<file path="src/rtl/lnkboot_pkg.sv">
package lnkboot_pkg;
  localparam int WORD_W = 32;
  localparam int WBYTES = WORD_W / 8;
  localparam int BSEL_W = $clog2(WBYTES);
  localparam int LEN_W  = 8;

  localparam logic [LEN_W-1:0] LEN_POKE = 8'd0;
  localparam logic [LEN_W-1:0] LEN_PEEK = 8'd1;

  typedef enum logic [3:0] {
    ST_INIT,
    ST_IDLE,
    ST_LOAD,
    ST_PK_ADR,
    ST_PK_DAT,
    ST_PE_ADR,
    ST_PE_RD,
    ST_PE_LD,
    ST_PE_TX,
    ST_GO,
    ST_RUN
  } bst_e;
endpackage

</file>
<file path="src/rtl/lnkboot_sel.sv">
module lnkboot_sel #(
  parameter int NLINK = 4
) (
  input  logic               clk,
  input  logic               rst_n,
  input  logic               idle_i,
  input  logic [NLINK-1:0]   rx_vld_i,
  input  logic [NLINK*8-1:0] rx_data_i,
  output logic               hit_o,
  output logic [7:0]         byte_o,
  output logic [NLINK-1:0]   lock_o
);
  logic [NLINK-1:0] pick;
  logic [NLINK-1:0] cand;
  logic [NLINK-1:0] lock_q;
  logic             lock_en;

  // fixed priority: lowest link index wins a tie
  always_comb begin
    pick = '0;
    for (int i = 0; i < NLINK; i++) begin
      if (rx_vld_i[i] && (pick == '0)) pick[i] = 1'b1;
    end
  end

  assign cand    = idle_i ? pick : (lock_q & rx_vld_i);
  assign hit_o   = |cand;
  assign lock_en = idle_i && hit_o;

  always_comb begin
    byte_o = '0;
    for (int i = 0; i < NLINK; i++) begin
      if (cand[i]) byte_o = byte_o | rx_data_i[i*8 +: 8];
    end
  end

  always_ff @(posedge clk or negedge rst_n) begin
    if (!rst_n) begin
      lock_q <= '0;
    end else if (lock_en) begin
      lock_q <= pick;
    end
  end

  assign lock_o = lock_q;

  p_lock_onehot_r7: assert property (@(posedge clk) disable iff (!rst_n)
    $onehot0(lock_q));

  p_lock_held_r7: assert property (@(posedge clk) disable iff (!rst_n)
    !idle_i |=> $stable(lock_q));
endmodule

</file>
<file path="src/rtl/lnkboot_acc.sv">
module lnkboot_acc
  import lnkboot_pkg::*;
(
  input  logic              clk,
  input  logic              rst_n,
  input  logic              shift_i,
  input  logic [7:0]        byte_i,
  output logic [WORD_W-1:0] word_nxt_o
);
  logic [WORD_W-1:0] acc_q;

  // bytes arrive least-significant first, so new bytes enter at the top
  assign word_nxt_o = {byte_i, acc_q[WORD_W-1:8]};

  always_ff @(posedge clk or negedge rst_n) begin
    if (!rst_n) begin
      acc_q <= '0;
    end else if (shift_i) begin
      acc_q <= word_nxt_o;
    end
  end
endmodule

</file>
<file path="src/rtl/lnkboot_ser.sv">
module lnkboot_ser
  import lnkboot_pkg::*;
(
  input  logic              clk,
  input  logic              rst_n,
  input  logic              load_i,
  input  logic [WORD_W-1:0] word_i,
  output logic              tx_vld_o,
  output logic [7:0]        tx_byte_o,
  output logic              last_o
);
  localparam int NW = $clog2(WBYTES + 1);

  logic [WORD_W-1:0] sh_q, sh_d;
  logic [NW-1:0]     left_q, left_d;
  logic              sh_en;

  assign tx_vld_o  = (left_q != '0);
  assign tx_byte_o = sh_q[7:0];
  assign last_o    = (left_q == NW'(1));
  assign sh_en     = load_i || tx_vld_o;

  always_comb begin
    if (load_i) begin
      sh_d   = word_i;
      left_d = NW'(WBYTES);
    end else begin
      sh_d   = {8'h00, sh_q[WORD_W-1:8]};
      left_d = left_q - NW'(1);
    end
  end

  always_ff @(posedge clk or negedge rst_n) begin
    if (!rst_n) begin
      sh_q   <= '0;
      left_q <= '0;
    end else if (sh_en) begin
      sh_q   <= sh_d;
      left_q <= left_d;
    end
  end

  p_no_reload_busy_r6: assert property (@(posedge clk) disable iff (!rst_n)
    load_i |-> !tx_vld_o);

  p_reply_len_r6: assert property (@(posedge clk) disable iff (!rst_n)
    load_i |=> (left_q == NW'(WBYTES)));
endmodule

</file>
<file path="src/rtl/lnk_boot_ctrl.sv">
module lnk_boot_ctrl
  import lnkboot_pkg::*;
#(
  parameter int NLINK  = 4,
  parameter int ADDR_W = 12
) (
  input  logic               clk,
  input  logic               rst_n,
  input  logic               boot_rom_i,
  input  logic [NLINK-1:0]   rx_vld_i,
  input  logic [NLINK*8-1:0] rx_data_i,
  output logic               tx_vld_o,
  output logic [NLINK-1:0]   tx_sel_o,
  output logic [7:0]         tx_data_o,
  output logic               mem_we_o,
  output logic               mem_re_o,
  output logic [WBYTES-1:0]  mem_be_o,
  output logic [ADDR_W-1:0]  mem_addr_o,
  output logic [WORD_W-1:0]  mem_wdata_o,
  input  logic [WORD_W-1:0]  mem_rdata_i,
  output logic               cpu_go_o,
  output logic [ADDR_W-1:0]  cpu_pc_o
);
  localparam int                 WA_W   = ADDR_W - BSEL_W;
  localparam logic [ADDR_W-1:0] ROM_PC = {ADDR_W{1'b1}} - ADDR_W'(1);
  localparam logic [LEN_W-1:0]  WLAST  = LEN_W'(WBYTES - 1);

  // reset: asynchronous assert, synchronous release
  logic [1:0] rs_q;
  logic       srst_n;

  always_ff @(posedge clk or negedge rst_n) begin
    if (!rst_n) rs_q <= 2'b00;
    else        rs_q <= {rs_q[0], 1'b1};
  end
  assign srst_n = rs_q[1];

  // state and datapath registers
  bst_e              st_q, st_d;
  logic [LEN_W-1:0]  cnt_q, cnt_d, cnt_inc;
  logic [LEN_W-1:0]  len_q, len_d;
  logic [WA_W-1:0]   adr_q, adr_d;
  logic              wr_vld_q, wr_vld_d;
  logic [ADDR_W-1:0] wr_adr_q, wr_adr_d;
  logic [WBYTES-1:0] wr_be_q, wr_be_d;
  logic [WORD_W-1:0] wr_dat_q, wr_dat_d;
  logic              go_q, go_d;
  logic [ADDR_W-1:0] pc_q, pc_d;

  logic              idle, hit, shift, ser_load, ser_last;
  logic [7:0]        rx_byte;
  logic [NLINK-1:0]  lock;
  logic [WORD_W-1:0] word_nxt;

  assign idle    = (st_q == ST_IDLE);
  assign cnt_inc = cnt_q + LEN_W'(1);

  lnkboot_sel #(.NLINK(NLINK)) u_sel (
    .clk       (clk),
    .rst_n     (srst_n),
    .idle_i    (idle),
    .rx_vld_i  (rx_vld_i),
    .rx_data_i (rx_data_i),
    .hit_o     (hit),
    .byte_o    (rx_byte),
    .lock_o    (lock)
  );

  lnkboot_acc u_acc (
    .clk        (clk),
    .rst_n      (srst_n),
    .shift_i    (shift),
    .byte_i     (rx_byte),
    .word_nxt_o (word_nxt)
  );

  lnkboot_ser u_ser (
    .clk       (clk),
    .rst_n     (srst_n),
    .load_i    (ser_load),
    .word_i    (mem_rdata_i),
    .tx_vld_o  (tx_vld_o),
    .tx_byte_o (tx_data_o),
    .last_o    (ser_last)
  );

  // next-state logic
  always_comb begin
    st_d     = st_q;
    cnt_d    = cnt_q;
    len_d    = len_q;
    adr_d    = adr_q;
    wr_vld_d = 1'b0;
    wr_adr_d = wr_adr_q;
    wr_be_d  = wr_be_q;
    wr_dat_d = wr_dat_q;
    go_d     = go_q;
    pc_d     = pc_q;
    shift    = 1'b0;
    ser_load = 1'b0;
    unique case (st_q)
      ST_INIT: begin
        if (boot_rom_i) begin
          st_d = ST_RUN;
          go_d = 1'b1;
          pc_d = ROM_PC;
        end else begin
          st_d = ST_IDLE;
        end
      end
      ST_IDLE: begin
        if (hit) begin
          len_d = rx_byte;
          cnt_d = '0;
          if (rx_byte == LEN_POKE)      st_d = ST_PK_ADR;
          else if (rx_byte == LEN_PEEK) st_d = ST_PE_ADR;
          else                          st_d = ST_LOAD;
        end
      end
      ST_LOAD: begin
        if (hit) begin
          wr_vld_d = 1'b1;
          wr_adr_d = ADDR_W'(cnt_q);
          wr_be_d  = WBYTES'(1) << cnt_q[BSEL_W-1:0];
          wr_dat_d = {WBYTES{rx_byte}};
          cnt_d    = cnt_inc;
          if (cnt_inc == len_q) st_d = ST_GO;
        end
      end
      ST_PK_ADR, ST_PE_ADR: begin
        if (hit) begin
          shift = 1'b1;
          cnt_d = cnt_inc;
          if (cnt_q == WLAST) begin
            adr_d = word_nxt[ADDR_W-1:BSEL_W];
            cnt_d = '0;
            st_d  = (st_q == ST_PK_ADR) ? ST_PK_DAT : ST_PE_RD;
          end
        end
      end
      ST_PK_DAT: begin
        if (hit) begin
          shift = 1'b1;
          cnt_d = cnt_inc;
          if (cnt_q == WLAST) begin
            wr_vld_d = 1'b1;
            wr_adr_d = {adr_q, BSEL_W'(0)};
            wr_be_d  = '1;
            wr_dat_d = word_nxt;
            st_d     = ST_IDLE;
          end
        end
      end
      ST_PE_RD: st_d = ST_PE_LD;
      ST_PE_LD: begin
        ser_load = 1'b1;
        st_d     = ST_PE_TX;
      end
      ST_PE_TX: begin
        if (ser_last) st_d = ST_IDLE;
      end
      ST_GO: begin
        go_d = 1'b1;
        pc_d = '0;
        st_d = ST_RUN;
      end
      ST_RUN: st_d = ST_RUN;
      default: st_d = ST_INIT;
    endcase
  end

  // registers
  always_ff @(posedge clk or negedge srst_n) begin
    if (!srst_n) begin
      st_q     <= ST_INIT;
      cnt_q    <= '0;
      len_q    <= '0;
      adr_q    <= '0;
      wr_vld_q <= 1'b0;
      wr_adr_q <= '0;
      wr_be_q  <= '0;
      wr_dat_q <= '0;
      go_q     <= 1'b0;
      pc_q     <= '0;
    end else begin
      st_q     <= st_d;
      cnt_q    <= cnt_d;
      len_q    <= len_d;
      adr_q    <= adr_d;
      wr_vld_q <= wr_vld_d;
      wr_adr_q <= wr_adr_d;
      wr_be_q  <= wr_be_d;
      wr_dat_q <= wr_dat_d;
      go_q     <= go_d;
      pc_q     <= pc_d;
    end
  end

  // outputs
  assign mem_we_o    = wr_vld_q;
  assign mem_re_o    = (st_q == ST_PE_RD);
  assign mem_be_o    = wr_be_q;
  assign mem_wdata_o = wr_dat_q;
  assign mem_addr_o  = wr_vld_q ? wr_adr_q : {adr_q, BSEL_W'(0)};
  assign tx_sel_o    = tx_vld_o ? lock : '0;
  assign cpu_go_o    = go_q;
  assign cpu_pc_o    = pc_q;

  p_go_sticky_r4: assert property (@(posedge clk) disable iff (!srst_n)
    cpu_go_o |=> cpu_go_o);

  p_pc_hold_r4: assert property (@(posedge clk) disable iff (!srst_n)
    cpu_go_o |=> $stable(cpu_pc_o));

  p_go_after_write_r4: assert property (@(posedge clk) disable iff (!srst_n)
    ($rose(cpu_go_o) && (cpu_pc_o != ROM_PC)) |-> $past(mem_we_o));

  p_quiet_when_run_r1: assert property (@(posedge clk) disable iff (!srst_n)
    cpu_go_o |-> (!mem_we_o && !mem_re_o && !tx_vld_o));

  p_rw_excl_r5: assert property (@(posedge clk) disable iff (!srst_n)
    !(mem_we_o && mem_re_o));

  p_tx_in_reply_r6: assert property (@(posedge clk) disable iff (!srst_n)
    tx_vld_o |-> (st_q == ST_PE_TX));

  p_tx_onehot_r7: assert property (@(posedge clk) disable iff (!srst_n)
    tx_vld_o |-> $onehot(tx_sel_o));
endmodule

</file>
<file path="config.mk">
export PLATFORM = sky130hd
export DESIGN_NAME = lnk_boot_ctrl
export DESIGN_NICKNAME = d
export VERILOG_FILES = /design/src/rtl/lnkboot_pkg.sv /design/src/rtl/lnkboot_sel.sv /design/src/rtl/lnkboot_acc.sv /design/src/rtl/lnkboot_ser.sv /design/src/rtl/lnk_boot_ctrl.sv
export SDC_FILE = /design/constraint.sdc
export NUM_CORES = 1
export LEC_CHECK = 0
export ABC_CLOCK_PERIOD_IN_PS = 10950
export BUFFER_PORTS_ARGS = -buffer_cell sky130_fd_sc_hd__buf_2
export CORE_AREA = 2 2 113 115
export CTS_CLUSTER_SIZE = 8
export DETAILED_ROUTE_END_ITERATION = 8
export DIE_AREA = 0 0 115 117
export GPL_ROUTABILITY_DRIVEN = 0
export PLACE_DENSITY = 0.81
export RECOVER_POWER = 50
export SETUP_SLACK_MARGIN = 0.02
export SLEW_MARGIN = 0
export SYNTH_ARGS = -nofsm -noshare
export SYNTH_HDL_FRONTEND = slang
export SYNTH_SLANG_ARGS = --single-unit
</file>
<file path="constraint.sdc">
create_clock -name clk -period 10.95 [get_ports clk]
set_input_delay 0.5475 -clock clk [delete_from_list [all_inputs] [get_ports clk]]
set_output_delay 0.5475 -clock clk [all_outputs]
set_load 0.005 [all_outputs]
</file>
* Word level (Yosys, flattened, before mapping)
Cells that the tools add are included.
** Operators by class
- Add/subtract/negate cells :: 2
- Eq/ne operators :: 24
- Shift operators :: 1
- Multiplexer cells :: 53
- Bitwise gates (word level) :: 5
- Reductions and logical operators :: 24
** Operator list (number)
- $mux 32 :: 4
- $mux 8 :: 8
- $pmux 32 s2 :: 1
- $mux 12 :: 5
- $mux 4 :: 14
- $pmux 12 s2 :: 2
- $pmux 4 s9 :: 1
- $or 8x8->8 :: 3
- $pmux 8 s3 :: 1
- $eq 4x3->1 const B :: 4
- $eq 4x4->1 const B :: 3
- $ne 2x2->1 const B :: 6
- $mux 1 :: 10
- $mux 3 :: 3
- $add 8x1->8 const B :: 1
- $eq 4x2->1 const B :: 2
- $eq 8x1->1 const B :: 1
- $eq 8x2->1 const B :: 1
- $eq 8x8->1 :: 1
- $logic_not 8->1 :: 1
- $ne 2x1->1 const B :: 4
- $pmux 4 s2 :: 1
- $reduce_and 4->1 :: 2
- $reduce_and 8->1 :: 1
- 20 further kinds :: 29
** Storage, ports and cells
- Register bits :: 165

* Longest topological paths before layout
Gate-level depths: netlist (run 1).
- Depth in word-level cells :: 23
- Mapped depth :: 12
- Mapped depth without buffers :: 8

* Modules after synthesis
Synthesis (run 1) repeated with hierarchy kept, for this count alone.
** Second synthesis, totals
- Cell total of the unflattened synthesis :: 736
- Area, all modules :: 7556.0 sq um
** By module, submodules not included
- lnk_boot_ctrl :: instances 1, cells an instance 434, area each 4234.1 sq um
- lnkboot_ser :: instances 1, cells an instance 165, area each 1706.6 sq um
- lnkboot_acc :: instances 1, cells an instance 59, area each 1057.3 sq um
- lnkboot_sel :: instances 1, cells an instance 78, area each 558.0 sq um

* Least setup slack after synthesis (run 1)
OpenSTA, ideal clock, no wires.
- Kind :: reg-to-reg
- Start :: register st_q[3]
- End :: register st_q[1]
- Library setup time :: 139 ps
- Arrival time :: 2685 ps
- Data required time :: 10811 ps
- Slack :: 8126 ps
- Stages on the path, launching flop included :: 9
- Buffers on the path :: 1
- Period minus slack after synthesis :: 2824 ps
- Cell sequence :: dfrtp_1 > or4b_1 > buf_4 > mux2i_4 > a222oi_1 > a21boi_0 > nand4_1 > nor4b_1 > o311ai_1
** Between the ends
- Word-level cells in the longest chain between the ends :: 14
- Elaborated cells between the ends (all ways) :: 40
- Those cells by class :: eq/ne (19); mux (12); bitwise (3); reduce/logical (6)
** Ends and longest elaborated chain
- start, declared :: line lnk_boot_ctrl.sv:39 : bst_e st_q, st_d;
- start signal, assigned :: line lnk_boot_ctrl.sv:186 : st_q <= st_d;
- $eq 4x1->1 :: line lnk_boot_ctrl.sv:55, lnk_boot_ctrl.sv:101
- $mux 4 :: line lnkboot_sel.sv:26 : assign cand = idle_i ? pick : (lock_q & rx_vld_i);
- $mux 8 :: line lnkboot_sel.sv:33 : if (cand[i]) byte_o = byte_o | rx_data_i[i*8 +: 8];
- $or 8x8->8 :: line lnkboot_sel.sv:33
- $mux 8 :: line lnkboot_sel.sv:33
- $or 8x8->8 :: line lnkboot_sel.sv:33
- $mux 8 :: line lnkboot_sel.sv:33
- $or 8x8->8 :: line lnkboot_sel.sv:33
- $mux 8 :: line lnkboot_sel.sv:33
- $eq 8x1->1 :: line lnk_boot_ctrl.sv:116 : else if (rx_byte == LEN_PEEK) st_d = ST_PE_ADR;
- $mux 3 :: line lnk_boot_ctrl.sv:116
- $mux 3 :: line lnk_boot_ctrl.sv:115 : if (rx_byte == LEN_POKE) st_d = ST_PK_ADR;
- $mux 4 :: line lnk_boot_ctrl.sv:112 : if (hit) begin
- $pmux 4 s9 :: line lnk_boot_ctrl.sv:101 : unique case (st_q)
Several ways; a longest one is shown, not always the timed one. The select of a mux whose other input is x is not followed.
A chain may end at the register's enable or synchronous reset.

==> impl_metrics.csv, run 1 <==
group,metric,value,unit
worst_setup_path,cpPeakStageDelay,2830,ps
worst_setup_path,rr_startpoint,"rs_q[1]$_DFF_PN0_",
status,failed_checks,"max-capacitance violations, max-slew violations",
timing,setup_viol,0,
worst_setup_path,worstPathMaxFanout,76,
grt,first_global_vias,5253,
logic_synthesis,synth_cell_types,55,
worst_setup_path,end_kind,"async pin",
timing,fin_ws,5110,ps
logic_synthesis,synth_top_area_share,51.9,%
final_layout,nets,914,
clocking,postCtsSetupBuffers,0,
floorplan,dieArea,13500,sq um
power_and_ir_drop,p_leak,0.00391,uW
routing,vias,5737,
routing,drc,0,
placed_design,dpl_cell_area,7640,sq um
floorplan,core,12300,sq um
floorplan,start_util,57.1,%
routing,dr.pass1.iters,5,
placed_design,port_buffers,145,
power_and_ir_drop,power,2180,uW
worst_setup_path,required,10590,ps
logic_synthesis,synth.largest_area_cell,"dfrtp_1",
clocking,cts_resized,0,
timing,skew,16.8,ps
worst_setup_path,crit_family,"buffers and inverters",
power_and_ir_drop,switching_share,38.9,%
routing,routed_wl,16400,um
logic_synthesis,synth_area_leaders,"dfrtp_1, nand2_1, mux2_2",
clocking,clk_pin_slew,70,ps
timing,tightest_slew,3860,ps
floorplan,die_x,115,um
floorplan,die_h,117,um
placed_design,place_hpwl,11100,um
floorplan,rows,41,
grt,grt_pass1_wl,26200,um
final_layout,nFillCells,962,
logic_synthesis,synthFlopType,"dfrtp_1",
timing,finalCriticalPeriod,5840,ps
timing,maxSlewHeadroom,-157,%
final_layout,fin_area,8190,sq um
routing,via_per_inst,5.74,
worst_setup_path,cp_slowest_cell,"clkbuf_1",
worst_setup_path,arrival,5480,ps
timing,hold_violations,0,
timing,rsz0062_at_grt,"false",
grt,antenna_found_initial,0,
clocking,clk_path_buf_depth,2,
clocking,cts_max_level,4,
final_layout,multiInputGateArea,2990,sq um
power_and_ir_drop,clockPowerShare,26.5,%
grt,track_usage,25.0,%
clocking,cts_tree,"built",
clocking,cts-root-buf,"clkbuf_16",
routing,drtIter0Drc,571,
timing,fmax,0.171,GHz
worst_setup_path,r2r_cells,1,
worst_setup_path,crit_start,"rs_q[1]$_DFF_PN0_",
worst_hold_path,min_path_type,"in2reg",
worst_setup_path,cp.depth,1,
power_and_ir_drop,irDropWorstVdd,0.155,mV
routing,wl_per_cell,16.4,um
final_layout,seq_area,3650,sq um
logic_synthesis,avgSynthCellArea,9.60,sq um
grt,grt_max_degree,98,
status,status,"finished, violations left",
power_and_ir_drop,power_density,267,nW/um^2
timing,period_share,53.3,%
power_and_ir_drop,comb_power_share,33.5,%
logic_synthesis,synthTopCellsByCount,"nand2_1, dfrtp_1, o21ai_0",
final_layout,area_growth,16.4,%
worst_setup_path,critPathBufInv,1,
run,cap_violations,2,
final_layout,diodes,0,
logic_synthesis,ys_async_sr_fraction,100,%
timing,fin_setup_tns,0,ps
worst_setup_path,reg2reg_to,"st_q[1]$_DFFE_PN0P_",
worst_setup_path,r2r_slack,5110,ps
power_and_ir_drop,p_int,1330,uW
logic_synthesis,ys_seq_area_share,51.9,%
power_and_ir_drop,seqPwrFrac,40.0,%
worst_setup_path,startpoint_type,"flip-flop",
logic_synthesis,synth-edff-count,0,
clocking,clk_latency,430,ps
worst_setup_path,crit_chain,"clkbuf_1",
clocking,cts_inserted_buffers,17,
logic_synthesis,synth_most_common_cell,"nand2_1",
logic_synthesis,netlist_instances,733,
routing,ant_nets,0,
clocking,hold_buffers,1,
grt,grt-ovfl-total,0,
worst_setup_path,worst-setup-path-type,"reg2async",
floorplan,io_pins,147,
logic_synthesis,synth_area,7030,sq um
logic_synthesis,ys_ff_latch,146,
power_and_ir_drop,switchingPower,851,uW
timing,slew_violations,147,
logic_synthesis,syn_nets,811,
logic_synthesis,yosysWarnings,0,
placed_design,dp_slack,7170,ps
clocking,clock_sinks,146,
worst_setup_path,endpoint,"st_q[1]$_DFFE_PN0P_",
final_layout,layout-drive-gt1-share,23.6,%
timing,holdWs,322,ps
==> worst min path at each step <==
stage,end,slack [ps],cells after the start,from
6_report,u_ser.sh_q[30]$_DFFE_PN0P_,320,3,mem_rdata_i[30]
3_5_place_dp,rs_q[0]$_DFF_PN0_,330,1,rst_n
2_1_floorplan,rs_q[0]$_DFF_PN0_,250,0,rst_n
3_3_place_gp,rs_q[0]$_DFF_PN0_,330,1,rst_n
4_1_cts,u_ser.sh_q[30]$_DFFE_PN0P_,310,3,mem_rdata_i[30]
5_1_grt,u_ser.sh_q[26]$_DFFE_PN0P_,320,3,mem_rdata_i[26]
==> routing by layer <==
metal	share of wire (%)	routed length, um	up-vias	track usage, %
met4	1.5	251	0	8.27
met1	43	7030	2767	34.4
li1	-	-	2719	-
met2	49	8110	230	40.1
met3	6.2	1010	21	5.41
met5	0	0	-	0
==> power groups by stage <==
stage	combinational [uW]	sequential, uW	clock (uW)
global route	826	897	611
finish	733	874	578
floorplan	560	818	0
global placement	700	859	0
CTS	743	869	583
detailed placement	732	874	0
==> stage by stage <==
stage | utilization, % | cells
6_report | 66.5 | 999
3_5_place_dp | 62.1 | 966
2_1_floorplan | - | 733
3_3_place_gp | 62.1 | 966
4_1_cts | 66.9 | 999
5_1_grt | 66.5 | 999
==> area by class of cell <==
cell class | instances | area share, %
Sequential cell | 146 | 44.6
Multi-Input combinational cell | 510 | 36.5
Timing Repair Buffer | 151 | 8.91
Clock buffer | 17 | 5.19
Tap cell | 150 | 2.29
Clock inverter | 15 | 1.99
Inverter | 10 | 0.458
==> kinds of logic (layout without fill, tap and decap cells) <==
group | Yosys count | in the layout | synth area share (%)
AND/OR/NAND/NOR | 264 | 264 | 16.3
AO/OA/AOI/OAI | 177 | 177 | 15.1
flip-flops | 146 | 146 | 51.9
buffers and inverters | 77 | 193 | 5.76
multiplexers | 47 | 47 | 7.90
XOR/XNOR | 13 | 13 | 1.62
adder cells (fa/ha/maj) | 7 | 7 | 1.25
other | 2 | 2 | 0.107
==> cells in the final DEF, fill, tap and decap left out, types with 17 or more instances in the layout <==
cell,Yosys,final
buf_2,9,113
clkbuf_16,0,17
mux2_2,38,38
a31oi_1,24,24
clkbuf_1,28,33
dfrtp_1,146,146
nand2_1,153,153
nor2_1,51,51
o21ai_0,72,72
o21ai_1,27,27
==> registers in the layout (all words and copies together) (netlist names), 4 cells and up <==
signal        count
mem_wdata_o      32
st_q              4
len_q             8
adr_q            10
mem_be_o          4
cnt_q             8
wr_adr_q         12
u_sel.lock_o      4
u_ser.sh_q       32
u_acc.acc_q      24
Note: power is estimated with default switching activity, not from simulation.
==> run 2: changes to the inputs <==
--- a/config.mk
+++ b/config.mk
@@ -5,14 +5,14 @@
 export SDC_FILE = /design/constraint.sdc
 export NUM_CORES = 1
 export LEC_CHECK = 0
-export ABC_CLOCK_PERIOD_IN_PS = 10950
+export ABC_CLOCK_PERIOD_IN_PS = 5540
 export BUFFER_PORTS_ARGS = -buffer_cell sky130_fd_sc_hd__buf_2
-export CORE_AREA = 2 2 113 115
+export CORE_AREA = 2 2 117 119
 export CTS_CLUSTER_SIZE = 8
 export DETAILED_ROUTE_END_ITERATION = 8
-export DIE_AREA = 0 0 115 117
+export DIE_AREA = 0 0 119 121
 export GPL_ROUTABILITY_DRIVEN = 0
-export PLACE_DENSITY = 0.81
+export PLACE_DENSITY = 0.77
 export RECOVER_POWER = 50
 export SETUP_SLACK_MARGIN = 0.02
 export SLEW_MARGIN = 0
==> constraint.sdc (replaced) <==
create_clock -name clk -period 5.54 [get_ports clk]
set_input_delay 0.277 -clock clk [delete_from_list [all_inputs] [get_ports clk]]
set_output_delay 0.277 -clock clk [all_outputs]
set_load 0.005 [all_outputs]
==> run 2 against run 1 <==
Against the previous run: the run still ends with max-capacitance violations, max-slew violations left; critical path type unchanged; first-iteration DRC count fell by 12%; fmax rose by 47%; critical path depth did not move; cell area rose by 1.3%; largest power group unchanged; register-to-register slack got worse by 3500 ps.
==> impl_metrics.csv, run 2 (synthesis gave the netlist of run 1 again) <==
group,metric,value,unit
status,status,"finished, violations left",
status,failed_checks,"max-capacitance violations, max-slew violations",
routing,routed_wl,15900,um
final_layout,layout_commonest_cell,"nand2_1",
placed_design,port_buffers,145,
grt,grt_pass1_wl,26100,um
routing,ant_nets,0,
timing,rsz0062_at_grt,"false",
placed_design,dpl_cell_area,7720,sq um
clocking,clk_pin_slew,60,ps
clocking,cts_inserted_buffers,17,
worst_setup_path,worstPathMaxFanout,62,
worst_setup_path,crit_chain,"clkbuf_1",
run,cap_violations,2,
clocking,cts-root-buf,"clkbuf_16",
timing,hold_violations,0,
placed_design,place_hpwl,10800,um
worst_setup_path,worst-setup-path-type,"reg2async",
placed_design,dp_cells,998,
worst_setup_path,cp_slowest_cell,"clkbuf_1",
floorplan,io_pins,147,
power_and_ir_drop,irDropWorstVdd,0.285,mV
routing,drc,0,
power_and_ir_drop,power_density,522,nW/um^2
worst_setup_path,crit_family,"buffers and inverters",
floorplan,die_h,121,um
worst_setup_path,required,5330,ps
timing,slew_violations,126,
worst_setup_path,critPathBufInv,1,
routing,wl_per_cell,15.4,um
final_layout,layout-drive-gt1-share,25.7,%
power_and_ir_drop,p_leak,0.00398,uW
worst_setup_path,end_kind,"async pin",
timing,fin_setup_tns,0,ps
floorplan,core,13100,sq um
final_layout,layout_common_cells,"nand2_1, dfrtp_1, buf_2",
worst_setup_path,arrival,3750,ps
grt,grt_max_degree,77,
final_layout,nFillCells,1096,
routing,dr.pass1.iters,7,
final_layout,nets,920,
grt,first_global_vias,5230,
final_layout,area_growth,17.9,%
clocking,clock_sinks,146,
routing,drtIter0Drc,502,
timing,finalCriticalPeriod,3960,ps
timing,fmax,0.252,GHz
timing,maxSlewHeadroom,-119,%
floorplan,start_util,53.8,%
timing,tightest_slew,3290,ps
final_layout,diodes,0,
final_layout,layoutNonFillerInstCount,1031,
grt,track_usage,22.9,%
clocking,clk_path_buf_depth,2,
routing,via_per_inst,5.48,
timing,setup_viol,0,
floorplan,rows,42,
clocking,clk_latency,420,ps
routing,vias,5651,
timing,skew,7.70,ps
clocking,cts_max_level,4,
grt,grt-ovfl-total,0,
clocking,cts_tree,"built",
timing,period_share,71.5,%
clocking,cts_resized,0,
worst_hold_path,min_path_type,"in2reg",
worst_setup_path,startpoint_type,"flip-flop",
floorplan,die_x,119,um
floorplan,dieArea,14400,sq um
final_layout,post-route-util,63.4,%
worst_setup_path,cpPeakStageDelay,2370,ps
final_layout,fin_area,8290,sq um
timing,holdWs,44.5,ps
grt,antenna_found_initial,0,
## run 2: area by class of cell
type | count | area [sq um] | area share, %
multi-input combinational | 510 | 3000 | 36.1
clock inverter | 15 | 174 | 2.10
tap | 176 | 220 | 2.65
inverter | 10 | 37.5 | 0.453
sequential | 146 | 3650 | 44.0
timing repair buffer | 157 | 788 | 9.50
clock buffer | 17 | 425 | 5.13
## run 2: worst paths after layout
path | from | to | slack (ps) | depth (start not counted)
setup / recovery | rs_q[1]$_DFF_PN0_ | u_ser.sh_q[0]$_DFFE_PN0P_ | 1580 | 1
hold / removal | mem_rdata_i[28] | u_ser.sh_q[28]$_DFFE_PN0P_ | 40 | 3
setup reg to reg | rs_q[1]$_DFF_PN0_ | u_ser.sh_q[0]$_DFFE_PN0P_ | 1580 | 1
hold reg to reg | rs_q[0]$_DFF_PN0_ | rs_q[1]$_DFF_PN0_ | 350 | 0
max in group clk | st_q[0]$_DFFE_PN0P_ | u_acc.acc_q[11]$_DFFE_PN0P_ | 1730 | 5
min in group asynchronous | rst_n | rs_q[0]$_DFF_PN0_ | 160 | 2
## run 2: what timing repair did
| action | CTS | global route |
|---|---|---|
| endpoints found under the hold margin | 2 | 0 |
| setup buffers | 0 | 0 |
| hold buffers | 1 | 0 |
## run 2: per-stage QoR
step / setup slack [ps] / total power (uW)
2_1_floorplan: 1170 / 2720
3_3_place_gp: 1820 / 3130
3_5_place_dp: 1760 / 3190
5_1_grt: 767 / 4640
4_1_cts: 1740 / 4360
6_report: 1580 / 4330
## run 2: metal layers
metal | GRT usage [%] | vias to the layer above | share of wire, %
met5 | 0 | - | 0
met4 | 7.59 | 0 | 1.4
met3 | 4.32 | 23 | 5.3
met2 | 35.9 | 188 | 48
met1 | 32.2 | 2703 | 45
li1 | - | 2737 | -
## run 2: power breakdown
part | switching (uW) | total [uW] | internal (uW)
Sequential | 303 | 1710 | 1410
Combinational | 845 | 1460 | 617
Clock | 479 | 1160 | 677
==> run 3: changes to the inputs <==
--- a/config.mk
+++ b/config.mk
@@ -5,7 +5,8 @@
 export SDC_FILE = /design/constraint.sdc
 export NUM_CORES = 1
 export LEC_CHECK = 0
-export ABC_CLOCK_PERIOD_IN_PS = 5540
+export ABC_AREA = 1
+export ABC_CLOCK_PERIOD_IN_PS = 4040
 export BUFFER_PORTS_ARGS = -buffer_cell sky130_fd_sc_hd__buf_2
 export CORE_AREA = 2 2 117 119
 export CTS_CLUSTER_SIZE = 8
==> constraint.sdc (replaced) <==
create_clock -name clk -period 4.04 [get_ports clk]
set_input_delay 0.202 -clock clk [delete_from_list [all_inputs] [get_ports clk]]
set_output_delay 0.202 -clock clk [all_outputs]
set_load 0.005 [all_outputs]
==> run 3 against run 2 <==
Against the previous run: the flow still finishes with violations (max-capacitance violations, max-slew violations); cell count grew 17%; sequential power grew 33%; setup slack lost 240 ps; die area is the same; register-to-register slack lost 240 ps; cell area grew 2.7%; core utilization grew 1.7 points; synthesized area grew 0.73%; critical path type is now reg2reg.
==> impl_metrics.csv, run 3 <==
group,metric,value,unit
timing,finalCriticalPeriod,2710,ps
timing,maxSlewHeadroom,-80.7,%
final_layout,layoutNonFillerInstCount,1208,
clocking,cts_tree,"built",
logic_synthesis,synth_compound_area_share,13.9,%
clocking,clk_path_buf_depth,2,
worst_setup_path,crit_chain,"nor2_1, nand3_2, nand2_1, inv_1, nor3_4, inv_2, nand2_2, buf_4, a21oi_1, a21oi_1",
placed_design,dp_slack,1420,ps
grt,grt_max_degree,77,
logic_synthesis,synth_cell_types,32,
logic_synthesis,ys_async_sr_fraction,100,%
logic_synthesis,synth_mux_area_share,0,%
status,status,"finished, violations left",
worst_setup_path,worst-setup-path-type,"reg2reg",
timing,fmax,0.370,GHz
floorplan,die_h,121,um
logic_synthesis,ys_seq_area_share,51.6,%
run,cap_violations,1,
worst_setup_path,reg2reg_to,"mem_wdata_o[16]$_DFFE_PN0P_",
grt,grt_pass1_wl,28400,um
floorplan,dieArea,14400,sq um
routing,via_per_inst,5.20,
final_layout,layout_commonest_cell,"nand2_1",
power_and_ir_drop,switchingPower,2490,uW
logic_synthesis,synth.largest_area_cell,"dfrtp_1",
grt,met3_usage,5.40,%
logic_synthesis,synth_top_family_by_area,"simple AND/OR/NAND/NOR gates",
worst_setup_path,required,4390,ps
worst_setup_path,startpoint_type,"flip-flop",
logic_synthesis,avgSynthCellArea,7.93,sq um
logic_synthesis,yosys.area_share.simple,24.1,%
timing,period_share,67.0,%
floorplan,start_util,54.1,%
logic_synthesis,synthAdderAreaFrac,1.24,%
routing,ant_nets,0,
grt,track_usage,25.2,%
logic_synthesis,yosysWarnings,0,
clocking,clk_latency,420,ps
final_layout,layout-drive-gt1-share,18.2,%
grt,antenna_found_initial,0,
final_layout,layout_common_cells,"nand2_1, dfrtp_1, buf_2",
clocking,cts_resized,0,
logic_synthesis,synth_area_leaders,"dfrtp_1, nand2_1, o21ai_0",
final_layout,area_growth,20.2,%
power_and_ir_drop,p_leak,0.00425,uW
status,failed_checks,"max-capacitance violations, max-slew violations",
worst_setup_path,worstPathMaxFanout,40,
floorplan,core,13100,sq um
placed_design,dp_cells,1161,
routing,vias,6287,
final_layout,post-route-util,65.1,%
worst_hold_path,hold_end,"u_ser.sh_q[1]$_DFFE_PN0P_",
timing,fin_setup_tns,0,ps
floorplan,io_pins,147,
worst_setup_path,critPathBufInv,3,
routing,routed_wl,17500,um
worst_hold_path,worst_hold_startpoint,"mem_rdata_i[1]",
logic_synthesis,netlist_instances,893,
timing,hold_violations,0,
logic_synthesis,synth-edff-count,0,
grt,busiest_layer,"met2",
timing,setup_viol,0,
power_and_ir_drop,power_density,736,nW/um^2
routing,dr.pass1.iters,5,
timing,fin_ws,1330,ps
timing,tightest_slew,2710,ps
clocking,clk_pin_slew,60,ps
worst_setup_path,cpPeakStageDelay,470,ps
logic_synthesis,synthTopCellsByCount,"nand2_1, dfrtp_1, o21ai_0",
final_layout,diodes,0,
floorplan,die_x,119,um
clocking,postCtsSetupBuffers,0,
worst_hold_path,hold_depth,3,
grt,first_global_vias,5824,
final_layout,nets,1097,
logic_synthesis,synth_area,7090,sq um
clocking,cts_max_level,4,
power_and_ir_drop,switching_share,39.7,%
clocking,clock_sinks,146,
worst_setup_path,crit_top_cell,"a21oi_1",
logic_synthesis,synth_top_area_share,51.6,%
worst_setup_path,rr_startpoint,"st_q[2]$_DFFE_PN0P_",
worst_hold_path,min_path_type,"in2reg",
worst_setup_path,end_kind,"flip-flop",
power_and_ir_drop,power,6260,uW
timing,slew_violations,69,
worst_setup_path,crit_family,"simple AND/OR/NAND/NOR gates",
logic_synthesis,synthXorXnorAreaFrac,0.371,%
power_and_ir_drop,p_int,3770,uW
clocking,cts_inserted_buffers,17,
timing,skew,5.83,ps
grt,grt_util_met2,41.6,%
floorplan,rows,42,
worst_setup_path,r2r_cells,10,
worst_setup_path,r2r_slack,1330,ps
routing,drc,0,
power_and_ir_drop,comb_power_share,37.3,%
placed_design,port_buffers,145,
power_and_ir_drop,clockPowerShare,26.6,%
power_and_ir_drop,irDropWorstVdd,0.383,mV
worst_setup_path,cp_slowest_cell,"nand2_2",
power_and_ir_drop,seqPwrFrac,36.2,%
logic_synthesis,synthFlopType,"dfrtp_1",
timing,rsz0062_at_grt,"false",
grt,use_met1,33.2,%
logic_synthesis,synth_most_common_cell,"nand2_1",
clocking,hold_buffers,15,
routing,wl_per_cell,14.5,um
grt,grt-ovfl-total,0,
logic_synthesis,syn_nets,971,
placed_design,place_hpwl,12100,um
logic_synthesis,ys_ff_latch,146,
routing,drtIter0Drc,595,
clocking,cts-root-buf,"clkbuf_16",
worst_setup_path,arrival,3050,ps
run 3: worst max-delay path by stage:
stage	startpoint	end	slack (ps)	depth (start not counted)
global route	rs_q[1]$_DFF_PN0_	mem_wdata_o[2]$_DFFE_PN0P_	780	0
finish	st_q[2]$_DFFE_PN0P_	mem_wdata_o[16]$_DFFE_PN0P_	1330	10
detailed placement	st_q[3]$_DFFE_PN0P_	mem_wdata_o[16]$_DFFE_PN0P_	1420	12
floorplan	rs_q[1]$_DFF_PN0_	adr_q[0]$_DFFE_PN0P_	1620	0
global placement	st_q[3]$_DFFE_PN0P_	mem_wdata_o[8]$_DFFE_PN0P_	1520	12
CTS	st_q[3]$_DFFE_PN0P_	mem_wdata_o[16]$_DFFE_PN0P_	1360	12
run 3: final cells by class:
class	count	area [sq um]
multi-input cells	612	2820
repair buffers	167	916
clock buffers	18	439
clock inverters	14	186
well taps	176	220
flip-flops and latches	146	3650
inverters	75	282
fillers	1109	4570
run 3: through the flow:
| stage | instance area, sq um | hold slack (ps) |
|---|---|---|
| floorplan | 7090 | -93.6 |
| global placement | 7770 | -7.89 |
| detailed placement | 7770 | -8.10 |
| CTS | 8550 | 3.61 |
| global route | 8520 | 14.7 |
| finish | 8520 | 13.0 |
run 3: worst min-delay path, cell delays in order:
cell and delay, ps:
buf_2 80, nand2_1 50, nand3_1 70
run 3: metal layers:
metal	part of all wire, %	wire length, um	vias up
met2	48	8400	232
met4	1.7	291	0
met3	6.1	1060	25
li1	-	-	3136
met5	0	0	-
met1	44	7740	2894
run 3: cells by family after synthesis:
family,count (synthesis)
AOI/OAI and AO/OA,191
xor gates and xnor gates,3
adders and majority gates,7
buffers and inverters,135
DFF,146
other,2
and+or+nand+nor,409
run 3: power groups by stage:
stage	registers (uW)	logic, uW	clock network (uW)
6_report	2270	2330	1660
5_1_grt	2330	2650	1750
4_1_cts	2260	2350	1680
3_5_place_dp	2280	2320	0
3_3_place_gp	2270	2270	0
2_1_floorplan	2220	1660	0
